## src/rtl/kwd_pkg.sv

```systemverilog
package kwd_pkg;

  localparam logic [15:0] KEY_OPEN  = 16'h5555;
  localparam logic [15:0] KEY_ARM   = 16'hCCCC;
  localparam logic [15:0] KEY_KICK  = 16'hAAAA;

  typedef enum logic [1:0] {
    SEL_KEY = 2'd0,
    SEL_PSC = 2'd1,
    SEL_RLD = 2'd2,
    SEL_STS = 2'd3
  } reg_sel_e;

  typedef enum logic [1:0] {
    KEY_OTHER,
    KEY_IS_OPEN,
    KEY_IS_ARM,
    KEY_IS_KICK
  } key_kind_e;

  function automatic key_kind_e classify_key(input logic [15:0] v);
    if (v == KEY_OPEN) return KEY_IS_OPEN;
    if (v == KEY_ARM)  return KEY_IS_ARM;
    if (v == KEY_KICK) return KEY_IS_KICK;
    return KEY_OTHER;
  endfunction

  // division ratio for a prescaler code: 4 shifted by the code, saturated
  function automatic int unsigned div_for_code(input int unsigned code,
                                               input int unsigned max_shift);
    int unsigned s;
    s = (code > max_shift) ? max_shift : code;
    return 32'd4 << s;
  endfunction

endpackage

```

## src/rtl/kwd_shadow.sv

```systemverilog
// Holds one configuration value plus its delayed copy used by the counting logic.
module kwd_shadow #(
  parameter int unsigned W         = 12,
  parameter logic [W-1:0] RST_VAL  = '1,
  parameter int unsigned UPD_TICKS = 3
) (
  input  logic         clk,
  input  logic         rst_n,
  input  logic         tick_i,
  input  logic         wr_i,
  input  logic [W-1:0] wdata_i,
  output logic [W-1:0] cfg_o,
  output logic [W-1:0] act_o,
  output logic         pend_o
);
  localparam int unsigned DLY_W = $clog2(UPD_TICKS + 1);

  logic [W-1:0]     cfg_q, act_q;
  logic [DLY_W-1:0] dly_q;
  logic             due;

  assign due    = tick_i && (dly_q == DLY_W'(1)) && !wr_i;
  assign pend_o = (dly_q != '0);
  assign cfg_o  = cfg_q;
  assign act_o  = act_q;

  always_ff @(posedge clk or negedge rst_n) begin
    if (!rst_n) begin
      cfg_q <= RST_VAL;
      act_q <= RST_VAL;
      dly_q <= '0;
    end else begin
      if (wr_i) begin
        cfg_q <= wdata_i;
        dly_q <= DLY_W'(UPD_TICKS);
      end else if (tick_i && dly_q != '0) begin
        dly_q <= dly_q - DLY_W'(1);
      end
      if (due) act_q <= cfg_q;
    end
  end


  pend_set_chk: assert property (@(posedge clk) disable iff (!rst_n)
    wr_i |=> pend_o);

  pend_done_chk: assert property (@(posedge clk) disable iff (!rst_n)
    $fell(pend_o) |-> (act_o == cfg_o));
endmodule

```

## src/rtl/kwd_regs.sv

```systemverilog
module kwd_regs
  import kwd_pkg::*;
#(
  parameter int unsigned CNT_W     = 12,
  parameter int unsigned CODE_W    = 3,
  parameter int unsigned UPD_TICKS = 3
) (
  input  logic              clk,
  input  logic              rst_n,
  input  logic              tick_i,
  input  logic              bus_we_i,
  input  logic [3:0]        bus_addr_i,
  input  logic [31:0]       bus_wdata_i,
  output logic [31:0]       bus_rdata_o,
  output logic              run_o,
  output logic              load_o,
  output logic [CODE_W-1:0] act_code_o,
  output logic [CNT_W-1:0]  act_reload_o
);
  reg_sel_e          sel;
  key_kind_e         kind;
  logic              key_wr, psc_wr_ok, rld_wr_ok;
  logic              unlocked_q, running_q;
  logic [CODE_W-1:0] cfg_code;
  logic [CNT_W-1:0]  cfg_reload;
  logic              pend_code, pend_reload;
  logic              unused_bus;

  assign sel        = reg_sel_e'(bus_addr_i[3:2]);
  assign kind       = classify_key(bus_wdata_i[15:0]);
  assign key_wr     = bus_we_i && (sel == SEL_KEY);
  assign psc_wr_ok  = bus_we_i && (sel == SEL_PSC) && unlocked_q;
  assign rld_wr_ok  = bus_we_i && (sel == SEL_RLD) && unlocked_q;
  assign load_o     = key_wr && ((kind == KEY_IS_KICK) || (kind == KEY_IS_ARM));
  assign run_o      = running_q;
  assign unused_bus = ^{bus_wdata_i[31:16], bus_addr_i[1:0]};

  always_ff @(posedge clk or negedge rst_n) begin
    if (!rst_n) begin
      unlocked_q <= 1'b0;
      running_q  <= 1'b0;
    end else begin
      if (key_wr) unlocked_q <= (kind == KEY_IS_OPEN);
      if (key_wr && kind == KEY_IS_ARM) running_q <= 1'b1;
    end
  end

  kwd_shadow #(.W(CODE_W), .RST_VAL('0), .UPD_TICKS(UPD_TICKS)) u_code (
    .clk(clk), .rst_n(rst_n), .tick_i(tick_i), .wr_i(psc_wr_ok),
    .wdata_i(bus_wdata_i[CODE_W-1:0]), .cfg_o(cfg_code), .act_o(act_code_o),
    .pend_o(pend_code));

  kwd_shadow #(.W(CNT_W), .RST_VAL('1), .UPD_TICKS(UPD_TICKS)) u_reload (
    .clk(clk), .rst_n(rst_n), .tick_i(tick_i), .wr_i(rld_wr_ok),
    .wdata_i(bus_wdata_i[CNT_W-1:0]), .cfg_o(cfg_reload), .act_o(act_reload_o),
    .pend_o(pend_reload));

  always_comb begin
    bus_rdata_o = '0;
    case (sel)
      SEL_PSC: bus_rdata_o = 32'(cfg_code);
      SEL_RLD: bus_rdata_o = 32'(cfg_reload);
      SEL_STS: bus_rdata_o = {30'b0, pend_reload, pend_code};
      default: bus_rdata_o = '0;
    endcase
  end


  locked_psc_chk: assert property (@(posedge clk) disable iff (!rst_n)
    (bus_we_i && sel == SEL_PSC && !unlocked_q) |=> $stable(cfg_code));

  locked_rld_chk: assert property (@(posedge clk) disable iff (!rst_n)
    (bus_we_i && sel == SEL_RLD && !unlocked_q) |=> $stable(cfg_reload));

  never_stops_chk: assert property (@(posedge clk) disable iff (!rst_n)
    !$fell(running_q));
endmodule

```

## src/rtl/kwd_prescaler.sv

```systemverilog
module kwd_prescaler
  import kwd_pkg::*;
#(
  parameter int unsigned CODE_W    = 3,
  parameter int unsigned MAX_SHIFT = 6
) (
  input  logic              clk,
  input  logic              rst_n,
  input  logic              run_i,
  input  logic              tick_i,
  input  logic              clear_i,
  input  logic [CODE_W-1:0] code_i,
  output logic              event_o
);
  localparam int unsigned PCNT_W = MAX_SHIFT + 2;

  logic [PCNT_W-1:0] pc_q, term;

  assign term    = PCNT_W'(div_for_code(32'(code_i), MAX_SHIFT) - 32'd1);
  assign event_o = run_i && tick_i && (pc_q >= term);

  always_ff @(posedge clk or negedge rst_n) begin
    if (!rst_n)                pc_q <= '0;
    else if (clear_i)          pc_q <= '0;
    else if (event_o)          pc_q <= '0;
    else if (run_i && tick_i)  pc_q <= pc_q + PCNT_W'(1);
  end


  clear_gap_chk: assert property (@(posedge clk) disable iff (!rst_n)
    clear_i |=> !event_o);

  tick_gate_chk: assert property (@(posedge clk) disable iff (!rst_n)
    (!tick_i && !clear_i) |=> $stable(pc_q));
endmodule

```

## src/rtl/kwd_counter.sv

```systemverilog
module kwd_counter #(
  parameter int unsigned CNT_W = 12
) (
  input  logic             clk,
  input  logic             rst_n,
  input  logic             run_i,
  input  logic             load_i,
  input  logic             event_i,
  input  logic [CNT_W-1:0] reload_i,
  output logic             expire_o,
  output logic             rst_req_o
);
  logic [CNT_W-1:0] cnt_q;
  logic             req_q;

  assign expire_o  = event_i && (cnt_q == '0) && !load_i;
  assign rst_req_o = req_q;

  always_ff @(posedge clk or negedge rst_n) begin
    if (!rst_n) begin
      cnt_q <= '1;
      req_q <= 1'b0;
    end else begin
      req_q <= expire_o;
      if (load_i)       cnt_q <= reload_i;
      else if (event_i) cnt_q <= (cnt_q == '0) ? reload_i : cnt_q - CNT_W'(1);
    end
  end


  one_pulse_chk: assert property (@(posedge clk) disable iff (!rst_n)
    rst_req_o |=> !rst_req_o);

  armed_only_chk: assert property (@(posedge clk) disable iff (!rst_n)
    rst_req_o |-> run_i);

  reload_after_chk: assert property (@(posedge clk) disable iff (!rst_n)
    $rose(rst_req_o) |-> (cnt_q == $past(reload_i)));
endmodule

```

## src/rtl/kwd_top.sv

```systemverilog
module kwd_top #(
  parameter int unsigned CNT_W     = 12,
  parameter int unsigned CODE_W    = 3,
  parameter int unsigned MAX_SHIFT = 6,
  parameter int unsigned UPD_TICKS = 3
) (
  input  logic        clk,
  input  logic        rst_n,
  input  logic        tick,
  input  logic        bus_we,
  input  logic [3:0]  bus_addr,
  input  logic [31:0] bus_wdata,
  output logic [31:0] bus_rdata,
  output logic        reset_req
);
  logic              running, load, presc_event, expire;
  logic [CODE_W-1:0] act_code;
  logic [CNT_W-1:0]  act_reload;

  kwd_regs #(.CNT_W(CNT_W), .CODE_W(CODE_W), .UPD_TICKS(UPD_TICKS)) u_regs (
    .clk(clk), .rst_n(rst_n), .tick_i(tick), .bus_we_i(bus_we),
    .bus_addr_i(bus_addr), .bus_wdata_i(bus_wdata), .bus_rdata_o(bus_rdata),
    .run_o(running), .load_o(load), .act_code_o(act_code),
    .act_reload_o(act_reload));

  kwd_prescaler #(.CODE_W(CODE_W), .MAX_SHIFT(MAX_SHIFT)) u_presc (
    .clk(clk), .rst_n(rst_n), .run_i(running), .tick_i(tick),
    .clear_i(load), .code_i(act_code), .event_o(presc_event));

  kwd_counter #(.CNT_W(CNT_W)) u_cnt (
    .clk(clk), .rst_n(rst_n), .run_i(running), .load_i(load),
    .event_i(presc_event), .reload_i(act_reload), .expire_o(expire),
    .rst_req_o(reset_req));


  kick_wins_chk: assert property (@(posedge clk) disable iff (!rst_n)
    load |=> !reset_req);

  expire_reg_chk: assert property (@(posedge clk) disable iff (!rst_n)
    expire |=> reset_req);
endmodule

```

## config.mk

```make
export PLATFORM = sky130hd
export DESIGN_NAME = kwd_top
export DESIGN_NICKNAME = d
export VERILOG_FILES = /design/src/rtl/kwd_pkg.sv /design/src/rtl/kwd_shadow.sv /design/src/rtl/kwd_regs.sv /design/src/rtl/kwd_prescaler.sv /design/src/rtl/kwd_counter.sv /design/src/rtl/kwd_top.sv
export SDC_FILE = /design/constraint.sdc
export NUM_CORES = 1
export LEC_CHECK = 0
export ABC_AREA = 0
export BUFFER_PORTS_ARGS = -buffer_cell sky130_fd_sc_hd__buf_4
export CORE_ASPECT_RATIO = 1.75
export CORE_MARGIN = 5
export CORE_UTILIZATION = 55
export CTS_CLUSTER_DIAMETER = 30
export DETAILED_ROUTE_END_ITERATION = 8
export GPL_ROUTABILITY_DRIVEN = 0
export GPL_TIMING_DRIVEN = 0
export PLACE_DENSITY_LB_ADDON = 0.05
export SETUP_SLACK_MARGIN = 0.3
export SYNTH_ARGS = -nofsm -noshare
export SYNTH_HDL_FRONTEND = slang
export SYNTH_SLANG_ARGS = --single-unit
```

## constraint.sdc

```tcl
create_clock -name clk -period 4.24 [get_ports clk]
set_input_delay 0.636 -clock clk [delete_from_list [all_inputs] [get_ports clk]]
set_output_delay 0.636 -clock clk [all_outputs]
set_load 0.02 [all_outputs]
```

# Yosys cells after proc, flatten, opt, wreduce, memory -nomap -nowiden

Cells that the tools add are included.

Flip-flop bits (word level): 57
Logic and storage cells: 83

Add/subtract/negate cells: 5
Order comparisons: 2
Equality and inequality tests: 11
Shifts and indexed selects: 1
Muxes and demuxes: 24
Reduce and logical (&&, ||, !) cells: 29

Operators with widths:

| operator                                               | number |
|---|---|
| 2-to-1 mux 12 bit                                      | 3 |
| one-hot mux 12 bit (3 select lines)                    | 1 |
| equality test 16 bit (second input constant)           | 2 |
| left shift 3 x 32 -> 8 bit (first input constant)      | 1 |
| 2-to-1 mux 8 bit                                       | 3 |
| 2-to-1 mux 2 bit                                       | 10 |
| logical AND 1 bit                                      | 17 |
| equality test 16 x 15 -> 1 bit (second input constant) | 1 |
| zero test 12 bit                                       | 1 |
| subtractor 12 x 1 -> 12 bit (second input constant)    | 1 |
| nonzero test 2 bit                                     | 5 |
| adder 8 x 1 -> 8 bit (second input constant)           | 1 |
| equality test 2 x 1 -> 1 bit (second input constant)   | 4 |
| equality test 2 bit (second input constant)            | 4 |
| greater-or-equal comparator 8 bit                      | 1 |
| subtractor 8 x 1 -> 8 bit (second input constant)      | 1 |
| 2-to-1 mux 1 bit                                       | 6 |
| subtractor 2 x 1 -> 2 bit (second input constant)      | 2 |
| greater-than comparator 3 bit (second input constant)  | 1 |
| zero test 1 bit                                        | 3 |
| 2-to-1 mux 3 bit                                       | 1 |
| nonzero test 3 bit                                     | 1 |
| zero test 2 bit                                        | 1 |
| logical OR 1 bit                                       | 1 |

# Logic depth before layout (Yosys ltp)

Depth after elaboration: 13
Mapped depth: 8
Gate-level depth less buffers: 7

# Modules after synthesis

Synthesis repeated with hierarchy kept, for this count alone.

Cell total of the unflattened synthesis: 316
Area, all modules: 3512.1 um2

Modules (own cells, without submodules):

| module                       | times used | cells an instance | area an instance (um2) | seq. area each (um2) |
|---|---|---|---|---|
| kwd_shadow (u_regs.u_reload) | 1          | 64                | 1106.1                 | 680.7 |
| kwd_counter                  | 1          | 99                | 929.6                  | 340.3 |
| kwd_prescaler                | 1          | 68                | 603.1                  | 200.2 |
| kwd_regs                     | 1          | 60                | 503.0                  | 50.0 |
| kwd_shadow (u_regs.u_code)   | 1          | 25                | 370.4                  | 200.2 |

# Least setup slack after synthesis

Ideal clock, no wire load.

Path kind: register to register
From: register u_regs.u_code.act_q[1] (netlist: u_regs.u_code.act_o[1])
To: register u_cnt.cnt_q[2]
Library setup time: 68 ps
Arrival time: 2111 ps
Data required time: 4172 ps
Setup slack: 2061 ps
Cell stages (with the launch flop): 9
Clock period less this slack: 2179 ps
Cell sequence: dfrtp_1 -> o21ai_0 -> ha_1 -> a21o_1 -> a221o_1 -> o211ai_2 -> and2_1 -> buf_6 -> a2bb2oi_2

Longest elaborated chain between the ends: 7

Ends and longest elaborated chain:

| what                                  | line                | text |
|---|---|---|
| start, declared                       | kwd_shadow.sv:18    | `logic [W-1:0] cfg_q, act_q;` |
| start signal, assigned                | kwd_shadow.sv:39    | `if (due) act_q <= cfg_q;` |
| greater-than comparator 3 bit         | kwd_pkg.sv:32       | `s = (code > max_shift) ? max_shift : code;` |
| 2-to-1 mux 3 bit *                    | kwd_pkg.sv:32       |  |
| left shift 3 x 32 -> 8 bit *          | kwd_pkg.sv:33       | `return 32'd4 << s;` |
| subtractor 8 x 1 -> 8 bit *           | kwd_prescaler.sv:19 | `assign term = PCNT_W'(div_for_code(32'(code_i), MAX_SHIFT) - 32'd1);` |
| greater-or-equal comparator 8 bit *   | kwd_prescaler.sv:20 | `assign event_o = run_i && tick_i && (pc_q >= term);` |
| logical AND 1 bit *                   | kwd_prescaler.sv:20 |  |
| nonzero test 2 bit (no source line) * | n/a                 |  |
| end signal, assigned                  | kwd_counter.sv:25   | `if (load_i) cnt_q <= reload_i;` |
| end signal, assigned                  | kwd_counter.sv:26   | `else if (event_i) cnt_q <= (cnt_q == '0) ? reload_i : cnt_q - CNT_W'(1);` |
| end, declared                         | kwd_counter.sv:13   | `logic [CNT_W-1:0] cnt_q;` |

Mark *: on every way between the ends. The rest lies on a longest branch, timed or not.
A chain may end at the register's enable or synchronous reset.

# Worst setup path in the final report

From: register u_regs.u_code.act_q[1] (netlist: u_regs.u_code.act_o[1])
To: register u_presc.pc_q[7]

Longest elaborated chain between the ends: 8
Elaborated cells between the ends (all ways): 9
Those cells by class: 1 x add/sub; 2 x order compare; 1 x shift; 3 x mux; 2 x reduce/logical

Ends and longest elaborated chain:

| what                                | line                | text |
|---|---|---|
| greater-than comparator 3 bit       | kwd_pkg.sv:32       |  |
| 2-to-1 mux 3 bit *                  | kwd_pkg.sv:32       |  |
| left shift 3 x 32 -> 8 bit *        | kwd_pkg.sv:33       |  |
| subtractor 8 x 1 -> 8 bit *         | kwd_prescaler.sv:19 |  |
| greater-or-equal comparator 8 bit * | kwd_prescaler.sv:20 |  |
| logical AND 1 bit *                 | kwd_prescaler.sv:20 |  |
| 2-to-1 mux 8 bit                    | kwd_prescaler.sv:25 | `else if (event_o) pc_q <= '0;` |
| 2-to-1 mux 8 bit                    | kwd_prescaler.sv:24 | `else if (clear_i) pc_q <= '0;` |
| end signal, assigned                | kwd_prescaler.sv:26 | `else if (run_i && tick_i) pc_q <= pc_q + PCNT_W'(1);` |
| end, declared                       | kwd_prescaler.sv:17 | `logic [PCNT_W-1:0] pc_q, term;` |

Marked as above.

==> results.sh <==
export IMPL_cts_inserted_buffers=9
export IMPL_critPathMaxFanout=9
export IMPL_dpl_worst_slack_ns=1.703
export IMPL_start_util_pct=57.09
export IMPL_fin_crit_sh_pct=60.84
export IMPL_setup_slack_ns=1.660
export IMPL_powerDensity_nw_per_um2=350.6
export IMPL_antenna_found_initial=0
export IMPL_num_rows=37
export IMPL_setup_viol=0
export IMPL_die_y_um=113.8
export IMPL_critPathTopFamily="compound AO/OA/AOI/OAI gates"
export IMPL_grt_max_degree=58
export IMPL_synth_seq_cells=57
export IMPL_dieArea_um2=7881
export IMPL_fin_tns_setup_ns=0
export IMPL_layout_drive_gt1_share_pct=39.12
export IMPL_path_buf_inv=0
export IMPL_via_count=2560
export IMPL_design_area_um2=4060
export IMPL_synth_ff_type="dfstp_2"
export IMPL_cp_data_required_time_ns=4.51
export IMPL_cts_setup_buffers=0
export IMPL_ys_warn_count=0
export IMPL_ctsResizeCount=0
export IMPL_finClkSkew_ns=0.008510
export IMPL_ant_nets=0
export IMPL_ys_seq_area_share_pct=43.49
export IMPL_numClockSinks=57
export IMPL_critical_path_class="register to register"
export IMPL_cts_tree="built"
export IMPL_drc=0
export IMPL_p_leak_nw=1.843
export IMPL_portBuffers=34
export IMPL_htreeDepth=3
export IMPL_path_clk_slew_ns=0.07
export IMPL_async_flop_share_pct=100.0
export IMPL_hpwl_um=5496
export IMPL_fin_nets=434
export IMPL_clockRootBuffer="clkbuf_8"
export IMPL_ff2ff_setup_slack_ns=1.66
export IMPL_rsz0062_at_grt="false"
export IMPL_die_x_um=69.29
export IMPL_hold_path_class="input pin to asynchronous set/reset pin"
export IMPL_grtUsageTotal_pct=19.63
export IMPL_max_freq_ghz=0.3876
export IMPL_worst_ep_arrival_time_ns=2.85
export IMPL_synth_cells=317
export IMPL_clkLatencyLatePin_ns=0.34
export IMPL_hold_viol=0
export IMPL_drt_first_pass_iters=4
export IMPL_grt_pass1_vias=2592
export IMPL_crit_path_max_incr_delay_ns=0.49
export IMPL_path_cells="o21ai_0, ha_1, a21o_1, a221o_1, o21ai_2, nand2_1, nor2_1"
export IMPL_worstSetupStartpointType="register"
export IMPL_grt_pass1_wl_um=12280
export IMPL_syn_area_um2=3383
export IMPL_avgSynthCellArea_um2=10.67
export IMPL_crit_slowest_cell="a221o_1"
export IMPL_ioPinCount=73
export IMPL_outcome="completed"
export IMPL_dpl_cell_area_um2=3807
export IMPL_final_max_slew_viol_count=0
export IMPL_synth_edf_count=0
export IMPL_ys_types=54
export IMPL_drt_iter0_markers=120
export IMPL_relSlewSlack_pct=53.15
export IMPL_hold_buffers=0
export IMPL_fin_crit_ns=2.580
export IMPL_grt_overflow_total=0
export IMPL_coreArea_um2=5926
export IMPL_area_growth_pct=20.01
export IMPL_post_drt_wl_per_cell_um=15.67
export IMPL_tightest_slew_ns=0.7028
export IMPL_vias_per_cell=5.517
export IMPL_power_total_mw=1.424
export IMPL_worstSetupEndpointType="register"
export IMPL_drt_total_wl_um=7271
export IMPL_cts_buffer_depth=2
export IMPL_insertedDiodeCount=0
export IMPL_max_cap_violations=0
export IMPL_vdd_drop_max_mv=0.3747
kinds of logic after synthesis:
kind of cell	share of synthesized area, %
AO/OA/AOI/OAI	15.09
flip-flops	43.49
AND/OR/NAND/NOR	17.42
adder cells (fa/ha/maj)	4.808
buffers and inverters	7.174
multiplexers	9.837
XOR/XNOR	2.071
other	0.1108
power breakdown:
part	internal (mW)	leakage, nW	switching (mW)
Clock	0.424	0.128	0.222
Sequential	0.566	0.657	0.00965
Combinational	0.0919	1.06	0.109
Total	1.08	1.84	0.341
per-stage QoR:
step	std cells	utilization (%)	hold WS (ns)
final	464	68.52	0.3377
after global routing	464	68.52	0.4008
after CTS	464	68.52	0.3584
after detailed placement	448	64.25	0.4867
after global placement	448	64.25	0.4755
after floorplan	336	-	0.3404
layer usage:
| metal | up-vias | track usage [%] | wire (µm) |
|---|---|---|---|
| met5 | - | 0 | 0 |
| met4 | 0 | 8.735 | 186 |
| met3 | 21 | 5.203 | 378 |
| met2 | 78 | 35.84 | 3889 |
| met1 | 1214 | 20.92 | 2817 |
| li1 | 1247 | - | - |
final timing paths:
| kind | startpoint | endpoint | cells after the start |
|---|---|---|---|
| max | u_regs.u_code.act_o[1] | u_presc.pc_q[7] | 7 |
| max in group asynchronous | rst_n | u_regs.run_o | 1 |
| max reg2reg | u_regs.u_code.act_o[1] | u_presc.pc_q[7] | 7 |
| min in group clk | u_regs.run_o | u_regs.run_o | 1 |
| min | rst_n | u_presc.pc_q[7] | 1 |
| min reg2reg | u_regs.run_o | u_regs.run_o | 1 |
cells in the mapped netlist (3+ instances only):
master	instances	area share (%)
and3_1	4	0.74
a21o_1	3	0.67
a22o_1	3	0.78
and2_1	12	2.2
nor2b_1	3	0.55
o21ai_0	6	0.89
ha_1	13	4.8
mux2_2	26	8.7
xnor2_1	3	0.78
nand2_1	25	2.8
o211ai_1	4	0.89
o22ai_1	8	1.5
nand4_1	4	0.74
a2bb2oi_2	6	2.7
clkbuf_1	4	0.44
dfrtp_1	21	16
mux2i_1	4	1.2
a221oi_1	5	1.3
dfstp_2	36	28
nand2b_1	3	0.55
nor4bb_1	8	2.4
buf_4	20	4.4
nand3_1	15	2.2
xor2_1	5	1.3
inv_1	14	1.6
nor3_1	3	0.44
a21oi_1	11	1.6
nor2_1	17	1.9
placed cells by master (no fill, tap or decap), types with 4 or more instances in the layout:
cell       instances
a21oi_1           11
a221oi_1           5
a2bb2oi_2          6
and2_1            12
and3_1             4
buf_4             54
clkbuf_1           5
clkbuf_8           9
conb_1            20
dfrtp_1           21
dfstp_2           36
ha_1              13
inv_1             14
mux2_2            26
mux2i_1            4
nand2_1           25
nand3_1           15
nand4_1            4
nor2_1            17
nor4bb_1           8
o211ai_1           4
o21ai_0            6
o22ai_1            8
xor2_1             5
flip-flops by register name, summed over array words and instances, names as in the netlist:
| register | cells |
|---|---|
| u_regs.u_reload.cfg_o | 12 |
| u_regs.u_code.act_o | 3 |
| u_regs.unlocked_q | 1 |
| u_regs.u_code.dly_q | 2 |
| u_presc.pc_q | 8 |
| u_regs.u_code.cfg_o | 3 |
| u_regs.u_reload.dly_q | 2 |
| u_cnt.cnt_q | 12 |
| u_regs.run_o | 1 |
| u_cnt.rst_req_o | 1 |
| u_regs.u_reload.act_o | 12 |
area by class of cell:
| class | count | area [µm²] |
|---|---|---|
| Buffer | 28 | 190.2 |
| Clock buffer | 11 | 152.6 |
| Clock inverter | 5 | 100.1 |
| Fill cell | 492 | 1866 |
| Inverter | 14 | 52.55 |
| Multi-Input combinational cell | 237 | 1740 |
| Sequential cell | 57 | 1471 |
| Tap cell | 78 | 97.59 |
| Timing Repair Buffer | 34 | 255.2 |
No activity file was read; power rests on OpenSTA's default activity.
